[src/rtl/tmr_pkg.sv]
package tmr_pkg;
  typedef enum logic [1:0] {
    MD_PRE   = 2'b00,
    MD_W16   = 2'b01,
    MD_RLD   = 2'b10,
    MD_SPLIT = 2'b11
  } tmr_mode_e;

  typedef struct packed {
    logic      gate;
    logic      sel;
    tmr_mode_e mode;
  } unit_cfg_t;

  localparam int ADR_CTRL = 0;
  localparam int ADR_MODE = 1;
  localparam int ADR_L0   = 2;
  localparam int ADR_H0   = 3;
  localparam int ADR_L1   = 4;
  localparam int ADR_H1   = 5;

  localparam int BIT_TF1 = 7;
  localparam int BIT_TR1 = 6;
  localparam int BIT_TF0 = 5;
  localparam int BIT_TR0 = 4;
endpackage

[src/rtl/tmr_edge.sv]
module tmr_edge #(
  parameter int N = 2
) (
  input  logic         clk,
  input  logic         rst,
  input  logic [N-1:0] pin,
  output logic [N-1:0] fall
);
  for (genvar g = 0; g < N; g++) begin : g_pin
    logic smp_now, smp_old;
    always_ff @(posedge clk) begin
      if (rst) begin
        smp_now <= 1'b0;
        smp_old <= 1'b0;
      end else begin
        smp_now <= pin[g];
        smp_old <= smp_now;
      end
    end
    assign fall[g] = smp_old & ~smp_now;
  end
endmodule

[src/rtl/tmr_core.sv]
module tmr_core
  import tmr_pkg::*;
#(
  parameter int BW = 8,
  parameter int PW = 5
) (
  input  logic          clk,
  input  logic          rst,
  input  tmr_mode_e     mode,
  input  logic          inc_lo,
  input  logic          inc_hi,
  input  logic          wr_lo,
  input  logic          wr_hi,
  input  logic [BW-1:0] wdata,
  output logic [BW-1:0] lo,
  output logic [BW-1:0] hi,
  output logic [1:0]    ovf
);
  localparam int CW = 2 * BW;

  logic [BW-1:0] nlo, nhi;
  logic [CW-1:0] wide;
  logic          ov_main, ov_hi;
  logic          any_wr;

  assign any_wr = wr_lo | wr_hi;
  assign wide   = {hi, lo};

  always_comb begin
    nlo     = lo;
    nhi     = hi;
    ov_main = 1'b0;
    ov_hi   = 1'b0;
    unique case (mode)
      MD_PRE: if (inc_lo) begin
        if (&lo[PW-1:0]) begin
          nlo[PW-1:0] = '0;
          nhi         = BW'(hi + 1'b1);
          ov_main     = &hi;
        end else begin
          nlo[PW-1:0] = PW'(lo[PW-1:0] + 1'b1);
        end
      end
      MD_W16: if (inc_lo) begin
        {nhi, nlo} = CW'(wide + 1'b1);
        ov_main    = &wide;
      end
      MD_RLD: if (inc_lo) begin
        if (&lo) begin
          nlo     = hi;
          ov_main = 1'b1;
        end else begin
          nlo = BW'(lo + 1'b1);
        end
      end
      MD_SPLIT: begin
        if (inc_lo) begin
          nlo     = BW'(lo + 1'b1);
          ov_main = &lo;
        end
        if (inc_hi) begin
          nhi   = BW'(hi + 1'b1);
          ov_hi = &hi;
        end
      end
      default: ;
    endcase
  end

  always_ff @(posedge clk) begin
    if (rst) begin
      lo <= '0;
      hi <= '0;
    end else begin
      lo <= wr_lo ? wdata : (any_wr ? lo : nlo);
      hi <= wr_hi ? wdata : (any_wr ? hi : nhi);
    end
  end

  assign ovf = any_wr ? 2'b00 : {ov_hi, ov_main};
endmodule

[src/rtl/dual_tmr_top.sv]
module dual_tmr_top
  import tmr_pkg::*;
#(
  parameter int BW = 8,
  parameter int PW = 5,
  parameter int AW = 3
) (
  input  logic          clk,
  input  logic          rst,
  input  logic          tick,
  input  logic [1:0]    ext_cnt,
  input  logic [1:0]    ext_gate,
  input  logic          wr_en,
  input  logic [AW-1:0] addr,
  input  logic [BW-1:0] wdata,
  input  logic          ack0,
  input  logic          ack1,
  output logic [BW-1:0] rdata,
  output logic          ovf0_flag,
  output logic          ovf1_flag,
  output logic          baud_tick
);
  unit_cfg_t     cfg0, cfg1;
  logic          tr0, tr1, tf0, tf1;
  logic [1:0]    fall;
  logic [BW-1:0] lo0, hi0, lo1, hi1;
  logic [1:0]    ovf0_v, ovf1_v;
  logic          wr_ctrl, wr_mode, wr_l0, wr_h0, wr_l1, wr_h1;
  logic          run0, run1, inc0, inc1, inc0_hi, split;
  logic          set0, set1, ovf1_any;
  logic [BW-1:0] rd_next;

  assign wr_ctrl = wr_en && (addr == AW'(ADR_CTRL));
  assign wr_mode = wr_en && (addr == AW'(ADR_MODE));
  assign wr_l0   = wr_en && (addr == AW'(ADR_L0));
  assign wr_h0   = wr_en && (addr == AW'(ADR_H0));
  assign wr_l1   = wr_en && (addr == AW'(ADR_L1));
  assign wr_h1   = wr_en && (addr == AW'(ADR_H1));

  tmr_edge #(.N(2)) u_edge (
    .clk (clk),
    .rst (rst),
    .pin (ext_cnt),
    .fall(fall)
  );

  assign split   = (cfg0.mode == MD_SPLIT);
  assign run0    = tr0 & (~cfg0.gate | ext_gate[0]);
  assign run1    = tr1 & (~cfg1.gate | ext_gate[1]);
  assign inc0    = run0 & (cfg0.sel ? fall[0] : tick);
  assign inc1    = run1 & (cfg1.sel ? fall[1] : tick) & ~split
                 & (cfg1.mode != MD_SPLIT);
  assign inc0_hi = split & tr1 & tick;

  tmr_core #(.BW(BW), .PW(PW)) u_unit0 (
    .clk   (clk),
    .rst   (rst),
    .mode  (cfg0.mode),
    .inc_lo(inc0),
    .inc_hi(inc0_hi),
    .wr_lo (wr_l0),
    .wr_hi (wr_h0),
    .wdata (wdata),
    .lo    (lo0),
    .hi    (hi0),
    .ovf   (ovf0_v)
  );

  tmr_core #(.BW(BW), .PW(PW)) u_unit1 (
    .clk   (clk),
    .rst   (rst),
    .mode  (cfg1.mode),
    .inc_lo(inc1),
    .inc_hi(1'b0),
    .wr_lo (wr_l1),
    .wr_hi (wr_h1),
    .wdata (wdata),
    .lo    (lo1),
    .hi    (hi1),
    .ovf   (ovf1_v)
  );

  assign ovf1_any = |ovf1_v;
  assign set0     = ovf0_v[0];
  assign set1     = split ? ovf0_v[1] : ovf1_any;

  always_comb begin
    rd_next = '0;
    case (addr)
      AW'(ADR_CTRL): begin
        rd_next[BIT_TF1] = tf1;
        rd_next[BIT_TR1] = tr1;
        rd_next[BIT_TF0] = tf0;
        rd_next[BIT_TR0] = tr0;
      end
      AW'(ADR_MODE): rd_next[7:0] = {cfg1, cfg0};
      AW'(ADR_L0):   rd_next = lo0;
      AW'(ADR_H0):   rd_next = hi0;
      AW'(ADR_L1):   rd_next = lo1;
      AW'(ADR_H1):   rd_next = hi1;
      default:       rd_next = '0;
    endcase
  end

  always_ff @(posedge clk) begin
    if (rst) begin
      cfg0      <= '0;
      cfg1      <= '0;
      tr0       <= 1'b0;
      tr1       <= 1'b0;
      tf0       <= 1'b0;
      tf1       <= 1'b0;
      rdata     <= '0;
      baud_tick <= 1'b0;
    end else begin
      if (wr_mode) begin
        cfg0 <= unit_cfg_t'(wdata[3:0]);
        cfg1 <= unit_cfg_t'(wdata[7:4]);
      end
      if (wr_ctrl) begin
        tr0 <= wdata[BIT_TR0];
        tr1 <= wdata[BIT_TR1];
      end
      tf0 <= set0 | (wr_ctrl ? wdata[BIT_TF0] : (tf0 & ~ack0));
      tf1 <= set1 | (wr_ctrl ? wdata[BIT_TF1] : (tf1 & ~ack1));
      rdata     <= rd_next;
      baud_tick <= ovf1_any;
    end
  end

  assign ovf0_flag = tf0;
  assign ovf1_flag = tf1;
endmodule

[config.mk]
export PLATFORM = sky130hd
export DESIGN_NAME = dual_tmr_top
export DESIGN_NICKNAME = d
export VERILOG_FILES = /design/src/rtl/tmr_pkg.sv /design/src/rtl/tmr_edge.sv /design/src/rtl/tmr_core.sv /design/src/rtl/dual_tmr_top.sv
export SDC_FILE = /design/constraint.sdc
export NUM_CORES = 1
export LEC_CHECK = 0
export ABC_AREA = 1
export BUFFER_PORTS_ARGS = -buffer_cell sky130_fd_sc_hd__buf_2
export CAP_MARGIN = 10
export CORE_MARGIN = 2
export CORE_UTILIZATION = 30
export DETAILED_ROUTE_END_ITERATION = 6
export PLACE_DENSITY = 0.57
export SYNTH_ARGS = -nofsm -noshare
export SYNTH_HDL_FRONTEND = slang
export SYNTH_SLANG_ARGS = --single-unit
[constraint.sdc]
create_clock -name clk -period 3.71 [get_ports clk]
set_input_delay 0 -clock clk [delete_from_list [all_inputs] [get_ports clk]]
set_output_delay 0 -clock clk [all_outputs]
set_load 0.01 [all_outputs]
==> impl_results.html <==
<table>
<tr><th>Metric</th><th>Value</th></tr>
<tr><th colspan="2">Worst hold path</th></tr>
<tr><td>Hold Path Class</td><td>in2reg</td></tr>
<tr><td>Number of instances on the worst hold path</td><td>3</td></tr>
<tr><td>Worst min-delay path endpoint</td><td>tr1</td></tr>
<tr><td>Startpoint of the worst hold path</td><td>wdata[6]</td></tr>
<tr><th colspan="2">Die</th></tr>
<tr><td>Site Rows</td><td>44</td></tr>
<tr><td>Core outline area</td><td>14,400 um2</td></tr>
<tr><td>Vertical die dimension</td><td>about 120 um</td></tr>
<tr><td>Die boundary width</td><td>125 um</td></tr>
<tr><td>Total I/O pin count</td><td>32</td></tr>
<tr><td>Total Die Area</td><td>15,600 um2</td></tr>
<tr><td>Effective utilization at floorplan</td><td>0.304</td></tr>
<tr><th colspan="2">Finish</th></tr>
<tr><td>Fraction of layout cells with a size suffix above 1</td><td>0.104</td></tr>
<tr><td>Utilization after layout</td><td>0.347</td></tr>
<tr><td>Post-layout net count</td><td>between 700 and 800</td></tr>
<tr><td>Area growth from synthesis to layout</td><td>14.3%</td></tr>
<tr><td>Antenna Diode Count</td><td>0</td></tr>
<tr><td>Non-filler cells, final</td><td>942</td></tr>
<tr><th colspan="2">Yosys</th></tr>
<tr><td>Per-instance average area after synthesis</td><td>6.07 um2</td></tr>
<tr><td>Sequential share of the synthesized area</td><td>0.261</td></tr>
<tr><td>Cell type contributing the most total cell area after synthesis</td><td>sky130_fd_sc_hd__dfxtp_1</td></tr>
<tr><td>Area contributors post-synth</td><td>sky130_fd_sc_hd__dfxtp_1, sky130_fd_sc_hd__nand2_1, sky130_fd_sc_hd__nor2_1</td></tr>
<tr><td>Proportion of synthesized flip-flops having asynchronous set or reset</td><td>0</td></tr>
<tr><td>Portion of synthesized cell area occupied by the leading cell type</td><td>0.261</td></tr>
<tr><td>Synthesized netlist cell count</td><td>just over 700</td></tr>
<tr><td>Post-synth net total</td><td>between 700 and 800</td></tr>
<tr><td>Number of warnings reported in the yosys synthesis log</td><td>0</td></tr>
<tr><td>Post-synthesis sequential element count</td><td>57</td></tr>
<tr><td>Count of different cell masters after synthesis</td><td>41</td></tr>
<tr><td>Post-Syn Area</td><td>4380 um2</td></tr>
<tr><td>Number of synthesized flops with an enable pin</td><td>0</td></tr>
<tr><td>Most frequently used flop master after synthesis</td><td>sky130_fd_sc_hd__dfxtp_1</td></tr>
<tr><td>Most numerous cell in the Yosys netlist</td><td>sky130_fd_sc_hd__nand2_1</td></tr>
<tr><td>Most used standard cells in the synthesized netlist</td><td>sky130_fd_sc_hd__nand2_1, sky130_fd_sc_hd__nor2_1, sky130_fd_sc_hd__inv_1</td></tr>
<tr><th colspan="2">Detailed routing</th></tr>
<tr><td>Number of remaining DRC errors</td><td>0</td></tr>
<tr><td>1st-iter DRT viols</td><td>496</td></tr>
<tr><td>Total vias in the final route</td><td>4,789</td></tr>
<tr><td>Antenna violation net count after detailed routing</td><td>0</td></tr>
<tr><td>Routed length per instance</td><td>15.8 um</td></tr>
<tr><td>Total wirelength of the detailed-routed design</td><td>14,900 um</td></tr>
<tr><td>Number of vias per cell</td><td>5.08</td></tr>
<tr><td>Number of search-and-repair iterations in the first detailed-routing pass</td><td>5</td></tr>
<tr><th colspan="2">Worst setup path</th></tr>
<tr><td>Minimum setup slack among reg-to-reg paths</td><td>1.46 ns</td></tr>
<tr><td>Sum of buffers and inverters on the critical path</td><td>1</td></tr>
<tr><td>Type of destination of the critical path</td><td>flip-flop</td></tr>
<tr><td>Capture point of the worst reg-to-reg path</td><td>u_unit1.hi[1]</td></tr>
<tr><td>Nature of the critical path startpoint</td><td>flip-flop</td></tr>
<tr><td>Slowest cell on the critical path</td><td>sky130_fd_sc_hd__dfxtp_1</td></tr>
<tr><td>CP Class</td><td>reg2reg</td></tr>
<tr><td>R2r worst-path depth</td><td>13</td></tr>
<tr><td>Req. time, crit path</td><td>3.91 ns</td></tr>
<tr><td>Arrival @ worst endpoint</td><td>roughly 2.5 ns</td></tr>
<tr><td>Critical path fanouts, max</td><td>7</td></tr>
<tr><td>Cells traversed along the worst timing path</td><td>ha_1, nand2_1, nor2_4, ha_1, inv_1, nand2_1, nand2_2, nor2_2, nand2_2, nand2_1, o21ai_1, nor2_1, nor2_1</td></tr>
<tr><td>Most common cell type on the critical path</td><td>sky130_fd_sc_hd__nand2_1</td></tr>
<tr><td>Largest delay contributor family on the critical path</td><td>simple AND/OR/NAND/NOR gates</td></tr>
<tr><td>Number of logic stages on the critical path including buffering</td><td>13</td></tr>
<tr><td>Worst reg2reg path startpoint</td><td>u_unit1.lo[0]</td></tr>
<tr><td>Delay of the slowest critical-path stage</td><td>0.42 ns</td></tr>
<tr><th colspan="2">Power</th></tr>
<tr><td>Pwr per Cell Area</td><td>337 nW/um2</td></tr>
<tr><td>Leakage Power</td><td>2.27 nW</td></tr>
<tr><td>Maximum vdd ir drop</td><td>0.218 mV</td></tr>
<tr><th colspan="2">Clock tree</th></tr>
<tr><td>Clock buffers created by TritonCTS</td><td>9</td></tr>
<tr><td>Clock tree from TritonCTS</td><td>yes</td></tr>
<tr><td>Number of clock sinks</td><td>57</td></tr>
<tr><td>Clock buffer depth</td><td>2</td></tr>
<tr><td>Buffer count from post-CTS setup fixing</td><td>0</td></tr>
<tr><td>Worst-Skew Late Latency</td><td>0.33 ns</td></tr>
<tr><td>Post-CTS clock slew at the launch and capture registers of the worst setup and hold paths</td><td>0.05 ns</td></tr>
<tr><td>Clock Root Buffer</td><td>sky130_fd_sc_hd__clkbuf_16</td></tr>
<tr><td>Post-cts resize count</td><td>0</td></tr>
<tr><td>Number of levels the H-tree was split into</td><td>3</td></tr>
<tr><th colspan="2">Outcome</th></tr>
<tr><td>Result of the run</td><td>finished, final reports clean</td></tr>
<tr><th colspan="2">Place</th></tr>
<tr><td>Number of cells in the design after placement</td><td>a little over 900</td></tr>
<tr><td>Worst slack, placed</td><td>1.55 ns</td></tr>
<tr><td>HPWL reported at the end of detailed placement</td><td>11,300 um</td></tr>
<tr><td>Port Buffers</td><td>31</td></tr>
<tr><td>Final weighted congestion in routability-driven placement</td><td>0.955</td></tr>
<tr><th colspan="2">Global routing</th></tr>
<tr><td>Number of global-route vias before repair</td><td>between 4,000 and 5,000</td></tr>
<tr><td>Largest net degree at the start of global routing</td><td>34</td></tr>
<tr><td>Total overflow reported by the global router</td><td>0</td></tr>
<tr><td>Global Route Usage Sum</td><td>0.191</td></tr>
<tr><td>Global-route wire length before repair</td><td>23,600 um</td></tr>
<tr><td>Antenna violations before repair</td><td>0</td></tr>
<tr><th colspan="2">Timing</th></tr>
<tr><td>Final critical delay including setup and external delays</td><td>2.25 ns</td></tr>
<tr><td>Share of the cycle needed by the critical path after routing</td><td>0.605</td></tr>
<tr><td>Count of pins over their slew limit</td><td>0</td></tr>
<tr><td>Accumulated negative setup slack</td><td>0 ns</td></tr>
<tr><td>Worst Slack Setup Final</td><td>about 1.5 ns</td></tr>
<tr><td>Fin Clk Skew</td><td>~0.0076 ns</td></tr>
<tr><td>Final hold slack</td><td>about 0.030 ns</td></tr>
<tr><td>Remaining max-slew budget at the tightest pin</td><td>0.512</td></tr>
<tr><td>Setup-failing EPs final</td><td>0</td></tr>
<tr><td>Hold violation count in the final report</td><td>0</td></tr>
<tr><td>Transition at the pin with the smallest max-transition slack</td><td>approximately 0.73 ns</td></tr>
<tr><td>RSZ-0062 raised after global routing</td><td>false</td></tr>
<tr><td>Maximum clock frequency</td><td>445 MHz</td></tr>
<tr><th colspan="2">Job</th></tr>
<tr><td>Max-capacitance violation count</td><td>0</td></tr>
</table>
[worst max path at each step]
stage                  startpoint            end
floorplan           u_unit1.lo[0]  u_unit1.hi[1]
global placement    u_unit1.lo[0]  u_unit1.hi[4]
detailed placement  u_unit1.lo[0]  u_unit1.hi[4]
CTS                 u_unit1.lo[0]  u_unit1.hi[4]
global route        u_unit1.lo[0]  u_unit1.hi[1]
finish              u_unit1.lo[0]  u_unit1.hi[1]
[power breakdown]
group / total [mW] / switching (mW) / internal, mW
Sequential: 0.658 / 0.0239 / 0.634
Clock: 0.784 / 0.313 / 0.470
Combinational: 0.243 / 0.166 / 0.0764
Total: 1.68 / 0.504 / 1.18
[stage by stage]
step / total power [mW] / area, um2
after floorplan: 0.826 / 4380
after global placement: 0.907 / 4670
after detailed placement: 0.905 / 4670
after CTS: 1.70 / 5000
after global routing: 1.76 / 5000
final: 1.68 / 5000
[worst register-to-register path: stages, from the launching register on]
cell,delay (ns)
sky130_fd_sc_hd__dfxtp_1,0.42
sky130_fd_sc_hd__ha_1,0.26
sky130_fd_sc_hd__nand2_1,0.11
sky130_fd_sc_hd__nor2_4,0.21
sky130_fd_sc_hd__ha_1,0.18
sky130_fd_sc_hd__inv_1,0.05
sky130_fd_sc_hd__nand2_1,0.12
sky130_fd_sc_hd__nand2_2,0.10
sky130_fd_sc_hd__nor2_2,0.15
sky130_fd_sc_hd__nand2_2,0.13
sky130_fd_sc_hd__nand2_1,0.15
sky130_fd_sc_hd__o21ai_1,0.08
sky130_fd_sc_hd__nor2_1,0.11
sky130_fd_sc_hd__nor2_1,0.04
[layout make-up]
cell class	count	area, um2
clock buffer	10	239
multi-input combinational	546	2750
timing repair buffer	37	213
sequential	57	1140
tap	184	230
clock inverter	6	42.5
fill	1628	9420
inverter	102	390
[logic make-up after synthesis]
group                      Yosys count  share of synthesized area
xor gates and xnor gates            12                     0.0240
and+or+nand+nor                    391                      0.399
adders and majority gates           16                     0.0457
AOI/OAI and AO/OA                  127                      0.159
DFF                                 57                      0.261
buffers and inverters              119                      0.112
[metal layers]
metal,global-route usage,vias to the layer above,routed length [um],part of all wire
li1,-,2403,-,-
met1,0.283,2171,7240,0.49
met2,0.272,181,6140,0.41
met3,0.0245,34,951,0.064
met4,0.0876,0,540,0.036
met5,0,-,0,0
[state kept, by name, indices dropped and copies added (netlist names)]
| name | cells |
|---|---|
| baud_tick | 1 |
| cfg0 | 4 |
| cfg1 | 4 |
| ovf0_flag | 1 |
| ovf1_flag | 1 |
| rdata | 8 |
| tr0 | 1 |
| tr1 | 1 |
| u_edge.g_pin.smp_now | 2 |
| u_edge.g_pin.smp_old | 2 |
| u_unit0.hi | 8 |
| u_unit0.lo | 8 |
| u_unit1.hi | 8 |
| u_unit1.lo | 8 |
[placed cells by master (no fill, tap or decap), drive strengths merged, types with 2 or more instances in the layout]
master       instances
o21ai               46
nand3b               2
xnor2                2
inv                103
dfxtp               57
o22ai               20
a31oi                2
a21oi               48
nand4               10
clkbuf              10
dlygate4sd3          5
buf                 32
a211oi               5
nand2              186
clkinvlp             2
nor2               108
or2                  5
xor2                10
ha                  16
clkinv               3
nor3                 9
o211ai               3
nand3               70
[repair_timing]
action / 4_1_cts / 5_1_grt
endpoints found under the setup margin: 0 / 0
endpoints found under the hold margin: 5 / 0
hold buffers: 5 / 0
No activity file was read; power rests on OpenSTA's default activity.
